===== config.mk =====
export PLATFORM = sky130hd
export DESIGN_NAME = spi_cs_master
export DESIGN_NICKNAME = d
export VERILOG_FILES = /design/src/rtl/spi_cs_pkg.sv /design/src/rtl/spi_cs_cfg.sv /design/src/rtl/spi_cs_bitclk.sv /design/src/rtl/spi_cs_shifter.sv /design/src/rtl/spi_cs_master.sv
export SDC_FILE = /design/constraint.sdc
export NUM_CORES = 1
export LEC_CHECK = 0
export ABC_AREA = 0
export CAP_MARGIN = 10
export CORE_UTILIZATION = 57
export CTS_CLUSTER_DIAMETER = 100
export DETAILED_ROUTE_END_ITERATION = 6
export GPL_TIMING_DRIVEN = 0
export PLACE_DENSITY = 0.9
export SLEW_MARGIN = 20
export SYNTH_ARGS = -nofsm -noshare
export SYNTH_HDL_FRONTEND = slang
export SYNTH_HIERARCHICAL = 1
export SYNTH_SLANG_ARGS = --single-unit

===== constraint.sdc =====
create_clock -name clk -period 6.13 [get_ports clk]
set_clock_uncertainty 0.05 [all_clocks]
set_input_delay 0.613 -clock clk [delete_from_list [all_inputs] [get_ports clk]]
set_output_delay 0.613 -clock clk [all_outputs]
set_load 0.05 [all_outputs]

===== src/rtl/spi_cs_pkg.sv =====
package spi_cs_pkg;
  typedef struct packed {
    logic half_delay;
    logic idle_high;
  } mode_t;
endpackage


===== src/rtl/spi_cs_cfg.sv =====
module spi_cs_cfg #(
  parameter int DIVW = 8,
  parameter int LW   = 5
) (
  input  logic                 clk,
  input  logic                 rst_n,
  input  logic                 xmit_en,
  input  spi_cs_pkg::mode_t    mode_in,
  input  logic [DIVW-1:0]      div_in,
  input  logic [LW-1:0]        len_in,
  output spi_cs_pkg::mode_t    mode_q,
  output logic [DIVW-1:0]      div_q,
  output logic [LW-1:0]        len_q
);
  logic shadow_en;
  assign shadow_en = ~xmit_en;

  always_ff @(posedge clk or negedge rst_n) begin
    if (!rst_n) begin
      mode_q <= '0;
      div_q  <= DIVW'(1);
      len_q  <= '0;
    end else if (shadow_en) begin
      mode_q <= mode_in;
      div_q  <= div_in;
      len_q  <= len_in;
    end
  end

  // shadow is frozen while the port runs
  p_cfg_frozen_r10: assert property (@(posedge clk) disable iff (!rst_n)
    ($past(xmit_en) && xmit_en) |-> ($stable(mode_q) && $stable(div_q) && $stable(len_q)));
endmodule


===== src/rtl/spi_cs_bitclk.sv =====
module spi_cs_bitclk #(
  parameter int DIVW = 8
) (
  input  logic            clk,
  input  logic            rst_n,
  input  logic            gen_en,
  input  logic [DIVW-1:0] div_q,
  output logic            tick
);
  logic [DIVW-1:0] cnt, cnt_nxt;
  logic [DIVW-1:0] eff_div;
  logic [DIVW:0]   half_w;
  logic [DIVW-1:0] half;

  assign eff_div = (div_q == '0) ? DIVW'(1) : div_q;
  assign half_w  = ({1'b0, eff_div} + (DIVW+1)'(1)) >> 1;
  assign half    = half_w[DIVW-1:0];
  assign tick    = gen_en && ((cnt == '0) || (cnt == half));

  always_comb begin
    if (!gen_en)              cnt_nxt = '0;
    else if (cnt >= eff_div)  cnt_nxt = '0;
    else                      cnt_nxt = cnt + DIVW'(1);
  end

  always_ff @(posedge clk or negedge rst_n) begin
    if (!rst_n) cnt <= '0;
    else        cnt <= cnt_nxt;
  end

  // held generator gives no ticks
  p_no_tick_r11: assert property (@(posedge clk) disable iff (!rst_n)
    !gen_en |-> !tick);
  // counter never passes the divider value while running
  p_cnt_range_r1: assert property (@(posedge clk) disable iff (!rst_n)
    ($past(gen_en) && $stable(div_q)) |-> (cnt <= eff_div));
endmodule


===== src/rtl/spi_cs_shifter.sv =====
module spi_cs_shifter #(
  parameter int DW = 32,
  parameter int LW = 5
) (
  input  logic              clk,
  input  logic              rst_n,
  input  logic              tick,
  input  logic              xmit_en,
  input  spi_cs_pkg::mode_t mode_q,
  input  logic [LW-1:0]     len_q,
  input  logic              tx_wr,
  input  logic [DW-1:0]     tx_data,
  input  logic              miso,
  output logic              tx_ready,
  output logic              sclk,
  output logic              sel_n,
  output logic              mosi,
  output logic              mosi_oe,
  output logic              rx_valid,
  output logic [DW-1:0]     rx_data
);
  localparam int HW = LW + 2;

  logic          busy, busy_n;
  logic [HW-1:0] h, h_n, h_inc, end_h, last_h;
  logic [DW-1:0] sreg, sreg_n, rsh, rsh_n, hold, hold_n, rxd_n;
  logic          pend, pend_n, sel_d, oe_n, act, act_n, rxv_n;

  assign last_h = HW'(len_q) * HW'(2) + HW'(2);
  assign end_h  = last_h + HW'(2);
  assign h_inc  = h + HW'(1);

  always_comb begin
    busy_n = busy;  h_n = h;      sreg_n = sreg;  rsh_n = rsh;
    hold_n = hold;  pend_n = pend; sel_d = sel_n; oe_n = mosi_oe;
    act_n  = act;   rxv_n = 1'b0;  rxd_n = rx_data;
    if (!xmit_en) begin
      busy_n = 1'b0; pend_n = 1'b0; sel_d = 1'b1;
      oe_n   = 1'b0; act_n  = 1'b0; h_n   = '0;
    end else begin
      if (tick) begin
        if (busy && (h_inc == end_h)) begin
          rxv_n = 1'b1; rxd_n = rsh; oe_n = 1'b0; act_n = 1'b0;
          if (pend) begin
            h_n = '0; sreg_n = hold; pend_n = 1'b0; rsh_n = '0;
          end else begin
            busy_n = 1'b0; sel_d = 1'b1;
          end
        end else if (busy) begin
          h_n   = h_inc;
          act_n = !h_inc[0] && (h_inc >= HW'(2)) && (h_inc <= last_h);
          if (mode_q.half_delay) begin
            if (h_inc[0] && (h_inc < last_h)) begin
              if (h_inc == HW'(1)) oe_n = 1'b1;
              else                 sreg_n = sreg << 1;
            end
            if (!h_inc[0] && (h_inc >= HW'(2)) && (h_inc <= last_h))
              rsh_n = {rsh[DW-2:0], miso};
          end else begin
            if (!h_inc[0] && (h_inc >= HW'(2)) && (h_inc <= last_h)) begin
              if (h_inc == HW'(2)) oe_n = 1'b1;
              else                 sreg_n = sreg << 1;
            end
            if (h_inc[0] && (h_inc >= HW'(3)))
              rsh_n = {rsh[DW-2:0], miso};
          end
        end else if (pend) begin
          busy_n = 1'b1; h_n = '0; sreg_n = hold; pend_n = 1'b0;
          sel_d  = 1'b0; rsh_n = '0; oe_n = 1'b0; act_n = 1'b0;
        end
      end
      if (tx_wr && !pend) begin
        pend_n = 1'b1; hold_n = tx_data;
      end
    end
  end

  always_ff @(posedge clk or negedge rst_n) begin
    if (!rst_n) begin
      busy <= 1'b0; h <= '0; sreg <= '0; rsh <= '0; hold <= '0;
      pend <= 1'b0; sel_n <= 1'b1; mosi_oe <= 1'b0; act <= 1'b0;
      rx_valid <= 1'b0; rx_data <= '0;
    end else begin
      busy <= busy_n; h <= h_n; sreg <= sreg_n; rsh <= rsh_n; hold <= hold_n;
      pend <= pend_n; sel_n <= sel_d; mosi_oe <= oe_n; act <= act_n;
      rx_valid <= rxv_n; rx_data <= rxd_n;
    end
  end

  assign tx_ready = xmit_en && !pend;
  assign sclk     = act ^ mode_q.idle_high;
  assign mosi     = mosi_oe && sreg[len_q];

  // clock idles when no transfer runs
  p_idle_clk_r2: assert property (@(posedge clk) disable iff (!rst_n)
    sel_n |-> (sclk == mode_q.idle_high));
  // receive flag is a single-cycle pulse
  p_rx_pulse_r7: assert property (@(posedge clk) disable iff (!rst_n)
    rx_valid |=> !rx_valid);
  // data is only driven inside a frame
  p_oe_sel_r6: assert property (@(posedge clk) disable iff (!rst_n)
    mosi_oe |-> !sel_n);
  // clock moves only on a divider tick
  p_sclk_step_r1: assert property (@(posedge clk) disable iff (!rst_n)
    ($past(xmit_en) && xmit_en && !$past(tick)) |-> $stable(sclk));
  // select falls with data not yet driven and clock idle
  p_start_sel_r3: assert property (@(posedge clk) disable iff (!rst_n)
    $fell(sel_n) |-> (!mosi_oe && (sclk == mode_q.idle_high)));
endmodule


===== src/rtl/spi_cs_master.sv =====
module spi_cs_master #(
  parameter int DW   = 32,
  parameter int DIVW = 8,
  parameter int LW   = $clog2(DW)
) (
  input  logic            clk,
  input  logic            rst_n,
  input  logic            gen_en,
  input  logic            xmit_en,
  input  logic            cfg_half_delay,
  input  logic            cfg_idle_high,
  input  logic [DIVW-1:0] cfg_div,
  input  logic [LW-1:0]   cfg_len_m1,
  input  logic            tx_wr,
  input  logic [DW-1:0]   tx_data,
  output logic            tx_ready,
  output logic            sclk,
  output logic            sel_n,
  output logic            mosi,
  output logic            mosi_oe,
  input  logic            miso,
  output logic            rx_valid,
  output logic [DW-1:0]   rx_data
);
  logic [1:0]        rst_sync;
  logic              rst_i_n;
  logic              tick;
  spi_cs_pkg::mode_t mode_in, mode_q;
  logic [DIVW-1:0]   div_q;
  logic [LW-1:0]     len_q;

  always_ff @(posedge clk or negedge rst_n) begin
    if (!rst_n) rst_sync <= 2'b00;
    else        rst_sync <= {rst_sync[0], 1'b1};
  end
  assign rst_i_n = rst_sync[1];

  assign mode_in.half_delay = cfg_half_delay;
  assign mode_in.idle_high  = cfg_idle_high;

  spi_cs_cfg #(.DIVW(DIVW), .LW(LW)) u_cfg (
    .clk(clk), .rst_n(rst_i_n), .xmit_en(xmit_en),
    .mode_in(mode_in), .div_in(cfg_div), .len_in(cfg_len_m1),
    .mode_q(mode_q), .div_q(div_q), .len_q(len_q));

  spi_cs_bitclk #(.DIVW(DIVW)) u_clk (
    .clk(clk), .rst_n(rst_i_n), .gen_en(gen_en), .div_q(div_q), .tick(tick));

  spi_cs_shifter #(.DW(DW), .LW(LW)) u_shf (
    .clk(clk), .rst_n(rst_i_n), .tick(tick), .xmit_en(xmit_en),
    .mode_q(mode_q), .len_q(len_q), .tx_wr(tx_wr), .tx_data(tx_data),
    .miso(miso), .tx_ready(tx_ready), .sclk(sclk), .sel_n(sel_n),
    .mosi(mosi), .mosi_oe(mosi_oe), .rx_valid(rx_valid), .rx_data(rx_data));
endmodule


==> results.sh, run 1 <==
export IMPL_ctsRootBufferMaster="clkbuf_16"
export IMPL_critPathRequiredTime_ps=6440
export IMPL_grt_pass1_wl_um=31240
export IMPL_syn_to_final_growth_pct=21.96
export IMPL_n_antenna_cell=0
export IMPL_routed_via_density=6.198
export IMPL_grt_total_usage_pct=27.29
export IMPL_slew_violations=0
export IMPL_start_util_pct=58.99
export IMPL_pin_count=91
export IMPL_yosys_cell_types_count=70
export IMPL_peakVddDrop_mv=0.2181
export IMPL_synth_flop_cell="dfrtp_1"
export IMPL_cts_made_buffers=17
export IMPL_clockBufferDepth=2
export IMPL_syn_avg_cell_area_um2=12.15
export IMPL_clk_latency_ps=430
export IMPL_drv_cap=0
export IMPL_fillers=894
export IMPL_rsz0062_at_grt="false"
export IMPL_r2r_start="u_cfg/len_q[0]$_DFFE_PN0N_"
export IMPL_min_path_type="in2async"
export IMPL_dpl_cell_count=951
export IMPL_yosysWarningCount=6
export IMPL_antenna_left=0
export IMPL_holdBufCountCts=0
export IMPL_synth_cells=679
export IMPL_seq_area_frac_synth_pct=50.37
export IMPL_synth_area_um2=8252
export IMPL_start_kind="flop"
export IMPL_drive_gt1_share_pct=20.67
export IMPL_first_global_vias=6381
export IMPL_post_cts_resized=0
export IMPL_gp_congestion=0.8839
export IMPL_finalHoldViolCount=0
export IMPL_die_h_um=122.3
export IMPL_core_area_um2=13990
export IMPL_ys_ff_latch=166
export IMPL_dieArea_um2=14960
export IMPL_cts_tree="yes"
export IMPL_async_reset_ff_share_pct=100.0
export IMPL_first_pass_iters=5
export IMPL_setup_viol=0
export IMPL_drt_wl_total_um=19090
export IMPL_die_w_um=122.3
export IMPL_core_rowCount=43
export IMPL_grt_overflow=0
export IMPL_drc=0
export IMPL_outcome="finished, final reports clean"
export IMPL_cts_setup_buffers=0
export IMPL_post_drt_wl_per_cell_um=19.42
export IMPL_power_density_nw_per_um2=304.2
export IMPL_nNetsFinal=863
export IMPL_fin_cells=983
export IMPL_worst_slack_ps=1994
export IMPL_end_kind="flop"
export IMPL_min_period_over_period_pct=67.48
export IMPL_worstMarginPinSlew_ps=692.8
export IMPL_detailed_place_hpwl_um=13150
export IMPL_antenna_found_initial=0
export IMPL_grt_max_degree=62
export IMPL_cts_clk_slew_worst_paths_ps=60
export IMPL_fin_setup_tns_ps=0
export IMPL_htreeDepth=4
export IMPL_port_buffers=90
export IMPL_arrival_ps=4450
export IMPL_drt_iter0_drc=412
export IMPL_vias=6093
export IMPL_path_max_fanout=10
export IMPL_p_leak_nw=4.579
export IMPL_max_slew_margin_pct=53.82
export IMPL_synth_fp_nets=752
export IMPL_crit_start="u_cfg/len_q[0]$_DFFE_PN0N_"
export IMPL_fmax_ghz=0.2418
export IMPL_synth_enable_flop_cells=0
export IMPL_period_needed_ps=4137
export IMPL_clock_sinks=166
export IMPL_critPathKind="reg2reg"
export IMPL_pre_cts_slack_ps=2089
[power by group]
group | total [W] | internal [W] | switching (W)
clock network | 0.00113 | 0.000686 | 0.000442
logic | 0.000519 | 0.000298 | 0.000221
registers | 0.00141 | 0.00126 | 0.000154
[registers in the layout (all words and copies together), names as in the netlist]
signal          cells
u_shf/act           1
u_shf/h             7
u_shf/hold         32
u_cfg/div_q         8
u_shf/sreg         32
u_shf/sel_n         1
u_shf/mosi_oe       1
u_shf/busy          1
u_shf/rx_data      32
u_clk/cnt           8
u_shf/pend          1
u_cfg/mode_q        2
u_cfg/len_q         5
u_shf/rx_valid      1
rst_sync            2
u_shf/rsh          32
[through the flow]
| step | hold slack [ps] | area [µm²] | total power (W) | util, % |
|---|---|---|---|---|
| floorplan | 267.4 | 8252 | 0.001758 | - |
| global placement | 287.2 | 9378 | 0.001881 | 67.04 |
| detailed placement | 297.5 | 9437 | 0.001927 | 67.46 |
| CTS | 289.9 | 10060 | 0.003069 | 71.94 |
| global route | 293.6 | 10060 | 0.003188 | 71.94 |
| finish | 301.7 | 10060 | 0.003062 | 71.94 |
[metal layers]
layer  part of all wire [%]  track usage (%)  vias up
li1                       -                -     2726
met1                     41            33.54     3095
met5                      0                0        -
met3                    5.3            6.180       48
met2                     51            45.19      224
met4                    2.8            13.80        0
[cell type report]
class | count | area, µm² | share of cell area (%)
clock inverters | 14 | 197.7 | 1.964
clock buffers | 18 | 429.2 | 4.265
well taps | 180 | 225.2 | 2.238
inverters | 22 | 82.58 | 0.8206
flip-flops and latches | 166 | 4160 | 41.34
repair buffers | 92 | 955.9 | 9.499
multi-input cells | 445 | 3759 | 37.35
plain buffers | 46 | 254.0 | 2.524
[cells in the final DEF, fill, tap and decap left out, types with 4 or more instances in the layout]
cell             synthesis  routed
dfrtp_1                164     163
clkdlybuf4s50_1          0      90
mux2_2                  69      69
a21oi_1                 57      57
and3_1                  36      36
o2bb2ai_1               34      34
a22o_1                  32      32
nand2_1                 25      25
inv_1                   22      22
ha_1                    20      20
nor2_1                  19      19
buf_2                   18      18
clkbuf_16                0      17
clkbuf_1                15      16
xnor2_1                 14      14
nand3_1                 13      13
mux2_4                  10      10
mux4_2                  10      10
xor2_1                   9       9
o21ai_0                  9       9
nand4_1                  6       6
nor3_1                   6       6
a21o_1                   5       5
bufinv_16                0       4
buf_6                    4       4
buf_1                    4       4
nor2b_1                  4       4
a31oi_1                  4       4
a211oi_1                 4       4
or3_1                    4       4
[final timing paths]
path,endpoint,slack [ps],cells after the start
max in group asynchronous,u_cfg/div_q[0]$_DFFE_PN1N_,4920,1
setup / recovery,u_shf/rsh[27]$_DFFE_PN0P_,1990,12
min in group clk,rst_sync[1]$_DFF_PN0_,310,0
setup reg to reg,u_shf/rsh[27]$_DFFE_PN0P_,1990,12
hold reg to reg,rst_sync[1]$_DFF_PN0_,310,0
hold / removal,rst_sync[1]$_DFF_PN0_,300,1
[cells in the mapped netlist, types with 4 or more instances]
cell / number / area [µm²]
nand4_1: 6 / 37.54
clkbuf_1: 15 / 56.30
or3_1: 4 / 25.02
buf_1: 4 / 15.01
and3_1: 36 / 225.2
mux2_4: 10 / 150.1
a22o_1: 32 / 280.3
nor2_1: 19 / 71.32
a21o_1: 5 / 37.54
mux2_2: 69 / 777.0
nor3_1: 6 / 30.03
nor2b_1: 4 / 25.02
mux4_2: 10 / 225.2
ha_1: 20 / 250.2
nand2_1: 25 / 93.84
dfrtp_1: 164 / 4104
buf_6: 4 / 45.04
a211oi_1: 4 / 30.03
o2bb2ai_1: 34 / 297.8
buf_2: 18 / 90.09
inv_1: 22 / 82.58
xor2_1: 9 / 78.83
a31oi_1: 4 / 25.02
o21ai_0: 9 / 45.04
nand3_1: 13 / 65.06
xnor2_1: 14 / 122.6
a21oi_1: 57 / 285.3
[worst max-delay path, cell delays in order, from the launching register on]
cell and delay [ps]:
dfrtp_1 480, buf_2 360, inv_1 110, ha_1 360, ha_1 310, a21o_1 170
maj3_1 390, a211oi_1 280, o311a_1 270, a31oi_1 160, nor4_2 460, clkbuf_1 440
a22o_1 210
[cell families after synthesis]
logic type | after synthesis | synth area share [%]
xor gates and xnor gates | 28 | 3.745
DFF | 166 | 50.37
buffers and inverters | 68 | 4.079
AOI/OAI and AO/OA | 174 | 15.47
and+or+nand+nor | 129 | 8.795
other | 1 | 0.04545
muxes | 90 | 14.09
adders and majority gates | 23 | 3.412
Note: power is estimated with default switching activity, not from simulation.
==> inputs of run 2 (changes only) <==
Settings changed: CORE_UTILIZATION 57 to 51, PLACE_DENSITY 0.9 to 0.85.
Clock period 6.13 ns to 3.4 ns, I/O delays scaled along.
==> run 2 against run 1 <==
  * Via count increased by 0.72%
  * Critical path depth increased by 3
  * Largest cell class unchanged
  * Highest routed layer unchanged
  * Power increased by 72%
==> results.sh, run 2 (same netlist as run 1, synthesis figures left out) <==
export IMPL_core_area_um2=15830
export IMPL_period_needed_ps=3400
export IMPL_grt_total_usage_pct=22.55
export IMPL_layout_common_cells="dfrtp_1 (157), clkdlybuf4s50_1 (89), mux2_2 (69), a21oi_1 (56), and3_1 (36)"
export IMPL_drt_wl_total_um=18570
export IMPL_n_antenna_cell=0
export IMPL_multi_input_area_um2=3929
export IMPL_die_h_um=129.2
export IMPL_min_path_type="in2async"
export IMPL_antenna_found_initial=0
export IMPL_p_leak_nw=4.757
export IMPL_drc=0
export IMPL_core_rowCount=46
export IMPL_min_period_over_period_pct=99.99
export IMPL_peakVddDrop_mv=0.3484
export IMPL_register_area_um2=4168
export IMPL_layout_commonest_cell="dfrtp_1"
export IMPL_grt_max_degree=52
export IMPL_grt_pass1_wl_um=29170
export IMPL_cts_made_buffers=17
export IMPL_fillers=1137
export IMPL_outcome="finished, final reports clean"
export IMPL_worstMarginPinSlew_ps=653.9
export IMPL_fin_setup_tns_ps=0
export IMPL_setup_viol=0
export IMPL_die_w_um=129.2
export IMPL_clock_sinks=166
export IMPL_port_buffers=90
export IMPL_drt_iter0_drc=398
export IMPL_final_area_um2=10520
export IMPL_nNetsFinal=894
export IMPL_pin_count=91
export IMPL_grt_overflow=0
export IMPL_fmax_ghz=0.2942
export IMPL_start_util_pct=52.13
export IMPL_dpl_cell_count=988
export IMPL_first_global_vias=5981
export IMPL_finalHoldViolCount=0
export IMPL_ctsRootBufferMaster="clkbuf_16"
export IMPL_antenna_left=0
export IMPL_start_kind="flop"
export IMPL_cts_tree="yes"
export IMPL_htreeDepth=4
export IMPL_critPathKind="reg2reg"
export IMPL_arrival_ps=3690
export IMPL_power_density_nw_per_um2=500.7
export IMPL_max_slew_margin_pct=56.41
export IMPL_fin_total_pwr_w=0.005267
export IMPL_gp_congestion=0.8577
export IMPL_fin_cells=1050
export IMPL_final_util_pct=66.46
export IMPL_cts_clk_slew_worst_paths_ps=60
export IMPL_syn_to_final_growth_pct=27.47
export IMPL_crit_start="u_cfg/div_q[3]$_DFFE_PN0N_"
export IMPL_post_drt_wl_per_cell_um=17.68
export IMPL_critPathRequiredTime_ps=3690
export IMPL_detailed_place_hpwl_um=12380
export IMPL_r2r_start="u_cfg/div_q[3]$_DFFE_PN0N_"
export IMPL_path_max_fanout=5
export IMPL_vias=6137
export IMPL_dieArea_um2=16690
export IMPL_slew_violations=0
export IMPL_clk_latency_ps=430
export IMPL_drv_cap=0
export IMPL_first_pass_iters=5
export IMPL_clockBufferDepth=2
export IMPL_end_kind="flop"
export IMPL_place_area_um2=9494
export IMPL_drive_gt1_share_pct=27.34
export IMPL_routed_via_density=5.845
==> run 2: changes by cell type in the layout (fill, tap and decap cells not counted), sizes merged <==
cell,before,now
buf,32,63
bufinv,4,0
clkinvlp,1,3
clkbuf,34,35
clkdlybuf4s50,90,89
clkinv,6,7
dlygate4sd2,0,1
==> run 2: worst paths after layout <==
check | endpoint | slack [ps] | cells past startpoint
worst min-delay path | rst_sync[1]$_DFF_PN0_ | 20 | 1
worst max register to register | u_shf/sreg[13]$_DFFE_PN0P_ | 0.5 | 15
worst min register to register | u_shf/rx_data[6]$_DFFE_PN0P_ | 310 | 0
max in group asynchronous | u_cfg/div_q[0]$_DFFE_PN1N_ | 2280 | 1
min in group clk | rst_sync[1]$_DFF_PN0_ | 310 | 0
worst max-delay path | u_shf/sreg[13]$_DFFE_PN0P_ | 0.5 | 15
==> run 2: timing repair <==
action	CTS	global route
buffers inserted	10	17
gates cloned	0	3
resized for setup	36	34
pin swaps	8	15
endpoints found under the setup margin	104	102
hold buffers	0	0
==> run 2: worst max-delay path, cell delays in order, from the launching register on <==
cell        delay, ps
dfrtp_2           480
nor4_4            320
a211o_1           150
and3_1            140
o22ai_1            80
o41ai_2           400
buf_4             210
clkinvlp_4        130
nor2_4            170
o21ai_0           170
nor3b_2           270
buf_4             190
o31ai_4            80
buf_4             180
buf_4             140
o2bb2ai_1         160
==> run 2: metal layers <==
metal  routed length (µm)  track usage, %  up-vias
li1                     -               -     2810
met1                 7860           28.65     3052
met2                 9221           37.73      228
met3                 1042           5.037       47
met4                  445           8.581        0
met5                    0               0        -
==> run 2: final cells by class <==
cell class	count	area share [%]
sequential	166	39.62
inverter	22	0.8207
tap	216	2.569
clock inverter	13	0.9397
timing repair buffer	123	11.36
clock buffer	19	4.116
multi-input combinational	445	37.35
buffer	46	3.224
==> run 2: metrics by stage <==
step	hold slack [ps]	setup WS, ps
floorplan	-5.591	36.01
global placement	285.9	-569.1
detailed placement	293.5	-613.9
CTS	7.692	10.57
global route	10.27	-102.6
finish	22.18	0.4678
==> run 2: where the power goes <==
group / leakage [nW] / switching [W] / internal [W] / total, W
registers: 2.16 / 0.000270 / 0.00227 / 0.00254
logic: 2.34 / 0.000408 / 0.000580 / 0.000988
clock network: 0.260 / 0.000795 / 0.000942 / 0.00174
==> inputs of run 3 (changes only) <==
Settings changed: CAP_MARGIN 10 to 15.
==> run 3 against run 2 <==
  * Final area is the same
  * Register-to-register slack about the same
  * First-iteration DRC count unchanged
==> results.sh, run 3 (same netlist as run 1, synthesis figures left out) <==
export IMPL_drt_iter0_drc=398
export IMPL_arrival_ps=3690
export IMPL_switching_power_w=0.001473
export IMPL_fillers=1137
export IMPL_drv_cap=0
export IMPL_end_kind="flop"
export IMPL_pin_count=91
export IMPL_drc=0
export IMPL_vias=6137
export IMPL_cts_clk_slew_worst_paths_ps=60
export IMPL_htreeDepth=4
export IMPL_wl_met1_um=7860
export IMPL_layout_commonest_cell="dfrtp_1"
export IMPL_fin_total_pwr_w=0.005267
export IMPL_dr_wl_met3_um=1042
export IMPL_die_h_um=129.2
export IMPL_nNetsFinal=894
export IMPL_r2r_cells=15
export IMPL_grt_max_degree=52
export IMPL_top_layer="met4"
export IMPL_reg2reg_slack_ps=0.5
export IMPL_first_pass_iters=5
export IMPL_path_max_fanout=5
export IMPL_port_buffers=90
export IMPL_finalHoldViolCount=0
export IMPL_n_antenna_cell=0
export IMPL_r2r_end="u_shf/sreg[13]$_DFFE_PN0P_"
export IMPL_wl_met2_um=9221
export IMPL_worstMarginPinSlew_ps=653.9
export IMPL_setup_viol=0
export IMPL_core_rowCount=46
export IMPL_min_period_over_period_pct=99.99
export IMPL_r2r_start="u_cfg/div_q[3]$_DFFE_PN0N_"
export IMPL_cp_endpoint="u_shf/sreg[13]$_DFFE_PN0P_"
export IMPL_outcome="finished, final reports clean"
export IMPL_die_w_um=129.2
export IMPL_start_util_pct=52.13
export IMPL_p_comb_share_pct=18.8
export IMPL_max_slew_margin_pct=56.41
export IMPL_p_leak_nw=4.757
export IMPL_grt_total_usage_pct=22.55
export IMPL_ctsRootBufferMaster="clkbuf_16"
export IMPL_gp_congestion=0.8577
export IMPL_post_drt_wl_per_cell_um=17.68
export IMPL_p_seq_share_pct=48.3
export IMPL_clkPwrFrac_pct=33.0
export IMPL_critPathRequiredTime_ps=3690
export IMPL_antenna_found_initial=0
export IMPL_first_global_vias=5981
export IMPL_intPower_w=0.003794
export IMPL_critPathKind="reg2reg"
export IMPL_min_path_type="in2async"
export IMPL_clock_sinks=166
export IMPL_start_kind="flop"
export IMPL_grt_overflow=0
export IMPL_clockBufferDepth=2
export IMPL_detailed_place_hpwl_um=12380
export IMPL_period_needed_ps=3400
export IMPL_power_density_nw_per_um2=500.7
export IMPL_peakVddDrop_mv=0.3484
export IMPL_antenna_left=0
export IMPL_core_area_um2=15830
export IMPL_clk_latency_ps=430
export IMPL_layout_common_cells="dfrtp_1 (157), clkdlybuf4s50_1 (89), mux2_2 (69), a21oi_1 (56), and3_1 (36)"
export IMPL_cts_tree="yes"
export IMPL_slew_violations=0
export IMPL_fmax_ghz=0.2942
export IMPL_crit_start="u_cfg/div_q[3]$_DFFE_PN0N_"
export IMPL_drt_wl_total_um=18570
export IMPL_multi_input_area_um2=3929
export IMPL_final_util_pct=66.46
export IMPL_syn_to_final_growth_pct=27.47
export IMPL_register_area_um2=4168
export IMPL_drive_gt1_share_pct=27.34
export IMPL_sw_frac_of_total_pct=27.96
export IMPL_dieArea_um2=16690
export IMPL_routed_via_density=5.845
export IMPL_grt_pass1_wl_um=29170
export IMPL_cts_made_buffers=17
-- run 3: critical path: stages (launching register included) --
cell and delay, ps:
dfrtp_2 480, nor4_4 320, a211o_1 150, and3_1 140, o22ai_1 80, o41ai_2 400
buf_4 210, clkinvlp_4 130, nor2_4 170, o21ai_0 170, nor3b_2 270, buf_4 190
o31ai_4 80, buf_4 180, buf_4 140, o2bb2ai_1 160
-- run 3: power by group through the flow --
stage | Combinational, W | Sequential, W | Clock (W)
finish | 0.000988 | 0.00254 | 0.00174
global placement | 0.000840 | 0.00257 | 0
detailed placement | 0.000905 | 0.00256 | 0
CTS | 0.000936 | 0.00253 | 0.00178
global route | 0.00107 | 0.00257 | 0.00186
floorplan | 0.000682 | 0.00249 | 0
-- run 3: worst min path at each step --
stage,from,end,slack [ps],cells after the start
after floorplan,rst_n,rst_sync[0]$_DFF_PN0_,-6,0
after global placement,rst_sync[0]$_DFF_PN0_,rst_sync[1]$_DFF_PN0_,290,0
after detailed placement,rst_sync[0]$_DFF_PN0_,rst_sync[1]$_DFF_PN0_,290,0
after CTS,rst_n,rst_sync[1]$_DFF_PN0_,8,1
after global routing,rst_n,rst_sync[1]$_DFF_PN0_,10,1
final,rst_n,rst_sync[1]$_DFF_PN0_,20,1
-- run 3: metrics by stage --
step / setup slack (ps) / hold WS (ps) / setup TNS, ps / std cells / instance area [µm²]
floorplan: 36.01 / -5.591 / 0 / 679 / 8253
global placement: -569.1 / 285.9 / -82180 / 985 / 9424
detailed placement: -613.9 / 293.5 / -30550 / 988 / 9494
CTS: 10.57 / 7.692 / 0 / 1030 / 10220
global route: -102.6 / 10.27 / -2702 / 1050 / 10520
finish: 0.4678 / 22.18 / 0 / 1050 / 10520
-- run 3: layer usage --
layer	vias to the layer above	global-route usage, %
li1	2810	-
met1	3052	28.65
met2	228	37.73
met3	47	5.037
met4	0	8.581
met5	-	0
-- run 3: timing repair --
item | 4_1_cts | 5_1_grt
endpoints found under the setup margin | 104 | 102
buffers inserted | 10 | 17
pin swaps | 8 | 15
resized for setup | 36 | 34
hold buffers | 0 | 0
cloned | 0 | 3
-- run 3: cell type report --
cell class                      instances  share of cell area [%]
Sequential cell                       166                   39.62
Multi-Input combinational cell        445                   37.35
Timing Repair Buffer                  123                   11.36
Clock buffer                           19                   4.116
Buffer                                 46                   3.224
Tap cell                              216                   2.569
Clock inverter                         13                  0.9397
Inverter                               22                  0.8207
